File: src/rtl/scl_pkg.sv
package scl_pkg;
  typedef enum logic [1:0] {
    SCL_SAME = 2'd0,
    SCL_UP   = 2'd1,
    SCL_DOWN = 2'd2
  } scl_mode_e;

  typedef enum logic [1:0] {
    ST_IDLE  = 2'd0,
    ST_RUN   = 2'd1,
    ST_SHORT = 2'd2
  } scl_state_e;
endpackage

File: src/rtl/scl_operands.sv
module scl_operands
  import scl_pkg::*;
#(
  parameter int SIZE_W  = 13,
  parameter int UP_FRAC = 16,
  parameter int DN_FRAC = 14,
  localparam int NUM_W  = SIZE_W + UP_FRAC
) (
  input  logic [SIZE_W-1:0] in_size,
  input  logic [SIZE_W-1:0] out_size,
  input  logic              down_alt,
  output scl_mode_e         mode,
  output logic [NUM_W-1:0]  num,
  output logic [SIZE_W-1:0] den,
  output logic              bad
);
  logic [SIZE_W-1:0] in_m1, in_m2, out_m1, dn_top;
  logic [SIZE_W+1:0] out_x3;
  logic              steep;

  assign in_m1  = in_size - SIZE_W'(1);
  assign in_m2  = in_size - SIZE_W'(2);
  assign out_m1 = out_size - SIZE_W'(1);
  // floor(a/b) > 2 is the same as a >= 3*b
  assign out_x3 = ({2'b00, out_m1} << 1) + {2'b00, out_m1};
  assign steep  = ({2'b00, in_m1} >= out_x3);
  assign dn_top = steep ? in_m1 : in_m2;

  always_comb begin
    num = '0;
    den = out_m1;
    bad = 1'b0;
    if (in_size == out_size) begin
      mode = SCL_SAME;
    end else if (in_size < out_size) begin
      mode = SCL_UP;
      num  = NUM_W'(in_m1) << UP_FRAC;
      bad  = (in_size == '0) || (out_size <= SIZE_W'(1));
    end else begin
      mode = SCL_DOWN;
      bad  = (out_size <= SIZE_W'(1));
      if (down_alt) begin
        num = NUM_W'(out_size) << UP_FRAC;
        den = in_m1;
      end else begin
        num = NUM_W'(dn_top) << DN_FRAC;
      end
    end
  end
endmodule

File: src/rtl/scl_divider.sv
module scl_divider #(
  parameter int NUM_W = 29,
  parameter int DEN_W = 13,
  localparam int CNT_W = $clog2(NUM_W + 1)
) (
  input  logic             clk,
  input  logic             rst,
  input  logic             load,
  input  logic [NUM_W-1:0] num,
  input  logic [DEN_W-1:0] den,
  output logic             busy,
  output logic             fin,
  output logic [NUM_W-1:0] quo
);
  logic [DEN_W-1:0] den_r, rem;
  logic [NUM_W-1:0] sh;
  logic [CNT_W-1:0] cnt;
  logic [DEN_W:0]   trial, diff;
  logic             fits;

  assign trial = {rem, sh[NUM_W-1]};
  assign diff  = trial - {1'b0, den_r};
  assign fits  = (trial >= {1'b0, den_r});
  assign busy  = (cnt != '0);
  assign quo   = sh;

  always_ff @(posedge clk) begin
    if (rst) begin
      den_r <= '0;
      rem   <= '0;
      sh    <= '0;
      cnt   <= '0;
      fin   <= 1'b0;
    end else begin
      fin <= 1'b0;
      if (load && !busy) begin
        den_r <= den;
        rem   <= '0;
        sh    <= num;
        cnt   <= CNT_W'(NUM_W);
      end else if (busy) begin
        rem <= fits ? diff[DEN_W-1:0] : trial[DEN_W-1:0];
        sh  <= {sh[NUM_W-2:0], fits};
        cnt <= cnt - CNT_W'(1);
        if (cnt == CNT_W'(1)) fin <= 1'b1;
      end
    end
  end

  // a load always starts a run of steps
  p_load_busy_r11: assert property (@(posedge clk) disable iff (rst)
    (load && !busy) |=> busy);
  // completion is a single-cycle event
  p_fin_pulse_r8: assert property (@(posedge clk) disable iff (rst)
    fin |=> !fin);
endmodule

File: src/rtl/scale_factor_calc.sv
module scale_factor_calc
  import scl_pkg::*;
#(
  parameter int SIZE_W  = 13,
  parameter int FACT_W  = 32,
  parameter int UP_FRAC = 16,
  parameter int DN_FRAC = 14
) (
  input  logic              clk,
  input  logic              rst,
  input  logic              start,
  input  logic [SIZE_W-1:0] in_size,
  input  logic [SIZE_W-1:0] out_size,
  input  logic              down_alt,
  output logic [1:0]        mode,
  output logic [FACT_W-1:0] factor,
  output logic              done,
  output logic              err
);
  localparam int NUM_W = SIZE_W + UP_FRAC;

  scl_mode_e         cur_mode, op_mode;
  logic [NUM_W-1:0]  op_num, quo;
  logic [SIZE_W-1:0] op_den;
  logic              op_bad, pend_err, div_load, div_busy, div_fin;
  scl_state_e        st;

  scl_operands #(.SIZE_W(SIZE_W), .UP_FRAC(UP_FRAC), .DN_FRAC(DN_FRAC)) u_ops (
    .in_size (in_size),
    .out_size(out_size),
    .down_alt(down_alt),
    .mode    (op_mode),
    .num     (op_num),
    .den     (op_den),
    .bad     (op_bad)
  );

  assign div_load = (st == ST_IDLE) && start && (op_mode != SCL_SAME) && !op_bad;

  scl_divider #(.NUM_W(NUM_W), .DEN_W(SIZE_W)) u_div (
    .clk (clk),
    .rst (rst),
    .load(div_load),
    .num (op_num),
    .den (op_den),
    .busy(div_busy),
    .fin (div_fin),
    .quo (quo)
  );

  always_ff @(posedge clk) begin
    if (rst) begin
      st       <= ST_IDLE;
      cur_mode <= SCL_SAME;
      pend_err <= 1'b0;
      mode     <= 2'd0;
      factor   <= '0;
      done     <= 1'b0;
      err      <= 1'b0;
    end else begin
      done <= 1'b0;
      case (st)
        ST_IDLE: if (start) begin
          cur_mode <= op_mode;
          pend_err <= op_bad;
          st       <= div_load ? ST_RUN : ST_SHORT;
        end
        ST_RUN: if (div_fin) begin
          mode   <= cur_mode;
          factor <= FACT_W'(quo);
          err    <= 1'b0;
          done   <= 1'b1;
          st     <= ST_IDLE;
        end
        default: begin
          mode   <= cur_mode;
          factor <= '0;
          err    <= pend_err;
          done   <= 1'b1;
          st     <= ST_IDLE;
        end
      endcase
    end
  end

  // single-cycle done
  p_done_pulse_r8: assert property (@(posedge clk) disable iff (rst)
    done |=> !done);
  // outputs move only together with done
  p_factor_hold_r8: assert property (@(posedge clk) disable iff (rst)
    !$stable(factor) |-> done);
  // pass-through carries a zero factor
  p_same_zero_r2: assert property (@(posedge clk) disable iff (rst)
    (done && mode == 2'd0) |-> (factor == '0 && !err));
  // an error result carries a zero factor
  p_err_zero_r7: assert property (@(posedge clk) disable iff (rst)
    (done && err) |-> (factor == '0 && mode != 2'd0));
  // the divider is never reloaded mid-run
  p_no_reload_r9: assert property (@(posedge clk) disable iff (rst)
    div_busy |-> (st == ST_RUN));
endmodule

File: config.mk
export PLATFORM = sky130hd
export DESIGN_NAME = scale_factor_calc
export DESIGN_NICKNAME = d
export VERILOG_FILES = /design/src/rtl/scl_pkg.sv /design/src/rtl/scl_operands.sv /design/src/rtl/scl_divider.sv /design/src/rtl/scale_factor_calc.sv
export SDC_FILE = /design/constraint.sdc
export NUM_CORES = 1
export LEC_CHECK = 0
export ABC_CLOCK_PERIOD_IN_PS = 5400
export BUFFER_PORTS_ARGS = -buffer_cell sky130_fd_sc_hd__buf_2
export CAP_MARGIN = 20
export CORE_MARGIN = 4
export CORE_UTILIZATION = 25
export CTS_CLUSTER_DIAMETER = 40
export DETAILED_ROUTE_END_ITERATION = 8
export GPL_TIMING_DRIVEN = 0
export PLACE_DENSITY = 0.47
export SYNTH_ARGS = -nofsm -noshare
export SYNTH_HDL_FRONTEND = slang
export SYNTH_SLANG_ARGS = --single-unit
File: constraint.sdc
create_clock -name clk -period 5.4 [get_ports clk]
set_input_delay 0.27 -clock clk [delete_from_list [all_inputs] [get_ports clk]]
set_output_delay 0.27 -clock clk [all_outputs]
set_load 0.02 [all_outputs]
==> Yosys cells after proc, flatten, opt, wreduce, memory -nomap -nowiden <==
Index checks and enable logic that the tools add are counted.
{ "totals": {"register_bits": 102, "in_bits": 30, "output_inout_bits": 36, "elab_cells": 76} }
{ "classes": {"add_sub_neg": 6, "magnitude_cmp": 4, "eq_ne": 5, "n_mux": 29, "bitwise_logic": 2, "reduce_logical": 17} }
{ "op_table": {"columns": ["op", "count"], "rows": [
  ["$mux 29", 5],
  ["$mux 13", 5],
  ["$pmux 32 s2", 1],
  ["$mux 32", 1],
  ["$sub 13x1->13 const B", 2],
  ["$add 14x13->15", 1],
  ["$ge 13x15->1", 1],
  ["$ge 14x13->1", 1],
  ["$eq 13x13->1", 1],
  ["$le 13x1->1 const B", 1],
  ["$logic_not 13->1", 1],
  ["$lt 13x13->1", 1],
  ["$sub 13x13->13", 1],
  ["$sub 13x2->13 const B", 1],
  ["$mux 2", 6],
  ["$mux 5", 2],
  ["$pmux 2 s2", 2],
  ["$reduce_and 2->1", 3],
  ["$eq 5x1->1 const B", 1],
  ["$mux 1", 5],
  ["$reduce_bool 5->1", 1],
  ["$sub 5x1->5 const B", 1],
  ["$logic_and 1x1->1", 4],
  ["$pmux 1 s2", 2],
  ["other kinds (10)", 13]
]} }

==> Logic depth before layout (Yosys ltp) <==
{ "depth": {"ltp_word": 9, "depth_mapped": 26, "ltp_nobuf": 23} }

==> Hierarchy <==
From an unflattened synthesis, not the netlist that was laid out.
{ "hier_totals": {"hier_cells": 949, "hier_area_um2": 7666.1} }
{ "modules_own_cells": {"columns": ["module", "instances", "cells_per_inst", "area_per_inst_um2"], "rows": [
  ["scl_operands", 1, 468, 3211.8],
  ["scl_divider", 1, 377, 3190.6],
  ["scale_factor_calc", 1, 104, 1263.7]
]} }

==> Least setup slack after synthesis <==
Ideal clock, no wire load.
{ "synth_path": {"path_kind": "in2reg", "from": "input out_size[0]", "to": "register u_div.sh[16] (netlist: u_div.quo[16])", "arrival_ns": 4.733, "t_required_ns": 5.264, "setup_slack_ns": 0.532, "cell_stages": 22, "path_buffers": 2, "path_cell_list": "buf_2 > inv_1 > ha_1 > nor3b_1 > buf_2 > xnor2_1 > inv_1 > ha_1 > o2bb2ai_1 > a22oi_1 > o211a_1 > o211ai_1 > nand2_1 > xnor2_1 > ha_1 > o21ai_0 > a221o_1 > nor4_4 > nand4b_4 > mux2i_1 > a2111oi_0 > a211oi_1"} }
{ "synth_between": {"elab_chain_len": 8, "elab_cells_between_ends": 22} }
{ "synth_lines": {"columns": ["element", "line_no", "rtl"], "rows": [
  ["start: declaration", "scale_factor_calc.sv:13", "input logic [SIZE_W-1:0] out_size,"],
  ["$sub 13x1->13 (tied with other cells)", "scl_operands.sv:23", "assign out_m1 = out_size - SIZE_W'(1);"],
  ["$add 14x13->15 (tied with other cells)", "scl_operands.sv:25", "assign out_x3 = ({2'b00, out_m1} << 1) + {2'b00, out_m1};"],
  ["$ge 13x15->1 (tied with other cells)", "scl_operands.sv:26", "assign steep = ({2'b00, in_m1} >= out_x3);"],
  ["$mux 13 (tied with other cells)", "scl_operands.sv:27", "assign dn_top = steep ? in_m1 : in_m2;"],
  ["$mux 29 (tied with other cells)", "scl_operands.sv:42", "if (down_alt) begin"],
  ["$mux 29 / $logic_and 1x1->1 (equally long branches)", "scl_operands.sv:35, scale_factor_calc.sv:38", null],
  ["$mux 29 / $logic_and 1x1->1 (equally long branches)", "scl_operands.sv:33, scl_divider.sv:36", null],
  ["$mux 29 / $reduce_bool 2->1 (equally long branches)", null, null],
  ["end signal: assignment", "scl_divider.sv:39", "sh <= num;"],
  ["end signal: assignment", "scl_divider.sv:43", "sh <= {sh[NUM_W-2:0], fits};"],
  ["end: declaration", "scl_divider.sv:16", "logic [NUM_W-1:0] sh;"]
]} }
Parallel ways exist; a longest one is shown, timed or not.
A chain may end at the register's enable or synchronous reset.

==> Worst setup path after layout <==
Ends and elaborated chain as after synthesis.

==> results_dict.tcl <==
set metrics [dict create \
    cts_made_buffers 9 \
    synth_seq_cells 99 \
    synthFlopType "dfxtp_1" \
    tns_ns 0 \
    ant_nets 0 \
    dp_hpwl_mm 18.8 \
    place.gp.congestion 0.854 \
    antenna_found_initial 0 \
    p_per_area_mw_per_mm2 396 \
    setup-violations-final 0 \
    drv_cap 0 \
    synth_common_cells "115 x nor2_1, 99 x dfxtp_1, 99 x nand2_1" \
    post_cts_buffers 0 \
    fin_ws_ns 0.324 \
    synth.area.mux_share 0.0271 \
    n_antenna_cell 0 \
    initial_core_util 0.255 \
    postSynthCellCount 947 \
    synth_compound_area_frac 0.224 \
    switching_share 0.444 \
    power.leakage_nw 3.25 \
    nFillCells 3077 \
    drtPass1Iterations 5 \
    synthSimpleGateAreaFrac 0.238 \
    avgSynthCellArea_sq_um 7.55 \
    grt_overflow 0 \
    synth_edf_count 0 \
    report.power.total_mw 3.29 \
    critical_path_class "primary input to flop" \
    syn2layout_area_growth_pct 16.2 \
    ys_types 66 \
    arrival_ns 5.30 \
    end_kind "flop" \
    post-place-ws_ns -0.962 \
    synth_top_family_by_area "simple AND/OR/NAND/NOR gates" \
    yosys.cell_count.top_type "nor2_1" \
    io_pins 66 \
    synth_top_area_share 0.277 \
    max_freq_mhz 197 \
    clock_power_share 0.212 \
    gr-usage-all-layers 0.150 \
    postLayoutCellArea_sq_mm 0.00832 \
    htreeDepth 3 \
    cts_tree "built" \
    grt_max_degree 19 \
    required_ns 5.62 \
    row_count 61 \
    synth_fa_ha_area_frac 0.100 \
    drt_iter0_drc 490 \
    synth_area_sq_mm 0.00715 \
    clockRootBuffer "clkbuf_16" \
    finClkSkew_ns 0.0107 \
    worstSkewPairLatency_ns 0.35 \
    grt_pass1_wl_mm 37.6 \
    power_frac_seq 0.291 \
    synth_xor_area_frac 0.0647 \
    port_buffers 56 \
    internal_power_mw 1.83 \
    dpl.cell_count 1383 \
    fp.dieArea_sq_mm 0.0314 \
    status "finished, final reports clean" \
    coreArea_sq_mm 0.0280 \
    wirelength_mm 23.4 \
    cts-hold-fix-buffers 0 \
    clockBufferDepth 2 \
    die_w_um 177 \
    finalCritPeriodShare 0.940 \
    tightest_slew_ns 0.999 \
    nets 1102 \
    placed_area_sq_mm 0.00792 \
    async_flop_share 0 \
    hold_viol 0 \
    ys.warnings.count 0 \
    power.switching_mw 1.46 \
    ir_drop_mv 0.171 \
    crit_fanout 10 \
    power_frac_comb 0.497 \
    hold_class "primary input to flop" \
    die_h_um 177 \
    relSlewSlack 0.328 \
    rsz0062_at_grt "false" \
    post-route-min-period_ns 5.08 \
    drv_slew 0 \
    cts.clk_slew.worst_paths_ns 0.08 \
    first_global_vias 6766 \
    drc 0 \
    ys_seq_area_frac 0.277 \
    final_cells 1399 \
    synth_top_area_cell "dfxtp_1" \
    cts_sinks 99 \
    synth_area_leaders "dfxtp_1 28%, ha_1 9.4%, nor2_1 6.0%, nand2_1 5.2%, a21oi_1 4.8%" \
    wl_per_cell_um 16.8 \
    drive_gt1_frac 0.110 \
    route.vias.total 7009 \
    vias_per_cell 5.01 \
    startpoint_type "primary input" \
]
==> state kept, by name, summed over array words and instances (netlist names) <==
register,cells
cur_mode,2
done,1
err,1
factor,29
mode,2
pend_err,1
st,2
u_div.cnt,5
u_div.den_r,13
u_div.fin,1
u_div.quo,29
u_div.rem,13
==> cell families (layout without fill, tap and decap cells) <==
logic type	count (synthesis)	count (layout)
simple gates	359	359
buf+inv	120	192
mux	19	19
other cells	1	3
flops	99	99
compound gates	241	241
fa+ha+maj	56	56
xor+xnor	52	52
==> cell type report <==
| class | count | area (sq um) | area share |
|---|---|---|---|
| Clock inverter | 6 | 78.8 | 0.00948 |
| Clock buffer | 10 | 239 | 0.0287 |
| Tap cell | 378 | 473 | 0.0569 |
| Buffer | 62 | 278 | 0.0334 |
| Inverter | 58 | 218 | 0.0262 |
| Sequential cell | 99 | 1980 | 0.238 |
| Timing Repair Buffer | 56 | 280 | 0.0337 |
| Multi-Input combinational cell | 730 | 4770 | 0.573 |
==> final timing paths <==
check	endpoint	slack (ns)	cells after the start	from
max	u_div.quo[16]	0.32	24	out_size[0]
min	u_div.quo[26]	0.29	3	in_size[12]
max reg2reg	u_div.rem[7]	1.87	14	u_div.quo[28]
min reg2reg	u_div.den_r[2]	0.45	2	u_div.den_r[2]
==> cell usage in the layout (no fill, tap or decap), drive strengths merged, types with 36 or more instances in the layout <==
cell type	n
nor2	116
nand2	99
dfxtp	99
buf	74
a21oi	69
inv	62
ha	54
clkbuf	54
nor3	42
nand3	36
==> per-stage QoR <==
stage / hold slack, ns / utilization
after floorplan: 0.432 / -
after global placement: 0.442 / 0.283
after detailed placement: 0.447 / 0.283
after CTS: 0.288 / 0.295
after global routing: 0.309 / 0.297
final: 0.291 / 0.297
==> power groups by stage <==
| stage | Combinational, mW | Clock, mW | Sequential, mW |
|---|---|---|---|
| 2_1_floorplan | 1.21 | 0 | 0.933 |
| 3_3_place_gp | 1.62 | 0 | 0.972 |
| 3_5_place_dp | 1.63 | 0 | 0.974 |
| 4_1_cts | 1.64 | 0.711 | 0.957 |
| 5_1_grt | 1.86 | 0.735 | 0.973 |
| 6_report | 1.64 | 0.696 | 0.958 |
==> what timing repair did <==
item | in CTS | in global routing
setup endpoints to repair | 13 | 13
resized for setup | 6 | 8
pin swaps | 0 | 1
==> worst max-delay path, cell delays in order <==
cell,delay (ns)
buf_2,0.11
buf_2,0.18
inv_1,0.19
ha_2,0.29
nor3b_4,0.27
clkbuf_4,0.27
xnor2_2,0.17
inv_1,0.08
ha_1,0.35
o21ai_0,0.10
o21bai_1,0.10
a221oi_2,0.30
nor3_1,0.11
nor3_1,0.15
a31oi_1,0.08
xor2_1,0.17
ha_1,0.32
nand4_1,0.09
o311a_1,0.39
nor4_4,0.31
nand4b_4,0.25
mux2i_1,0.22
a2111oi_4,0.45
a211oi_1,0.07
==> per-layer routing <==
metal	vias up	share of wire	track usage
li1	3518	-	-
met1	3296	0.48	0.209
met2	172	0.46	0.242
met3	23	0.039	0.0229
met4	0	0.019	0.0380
met5	-	0	0
Power figures use the tool's default switching activity.
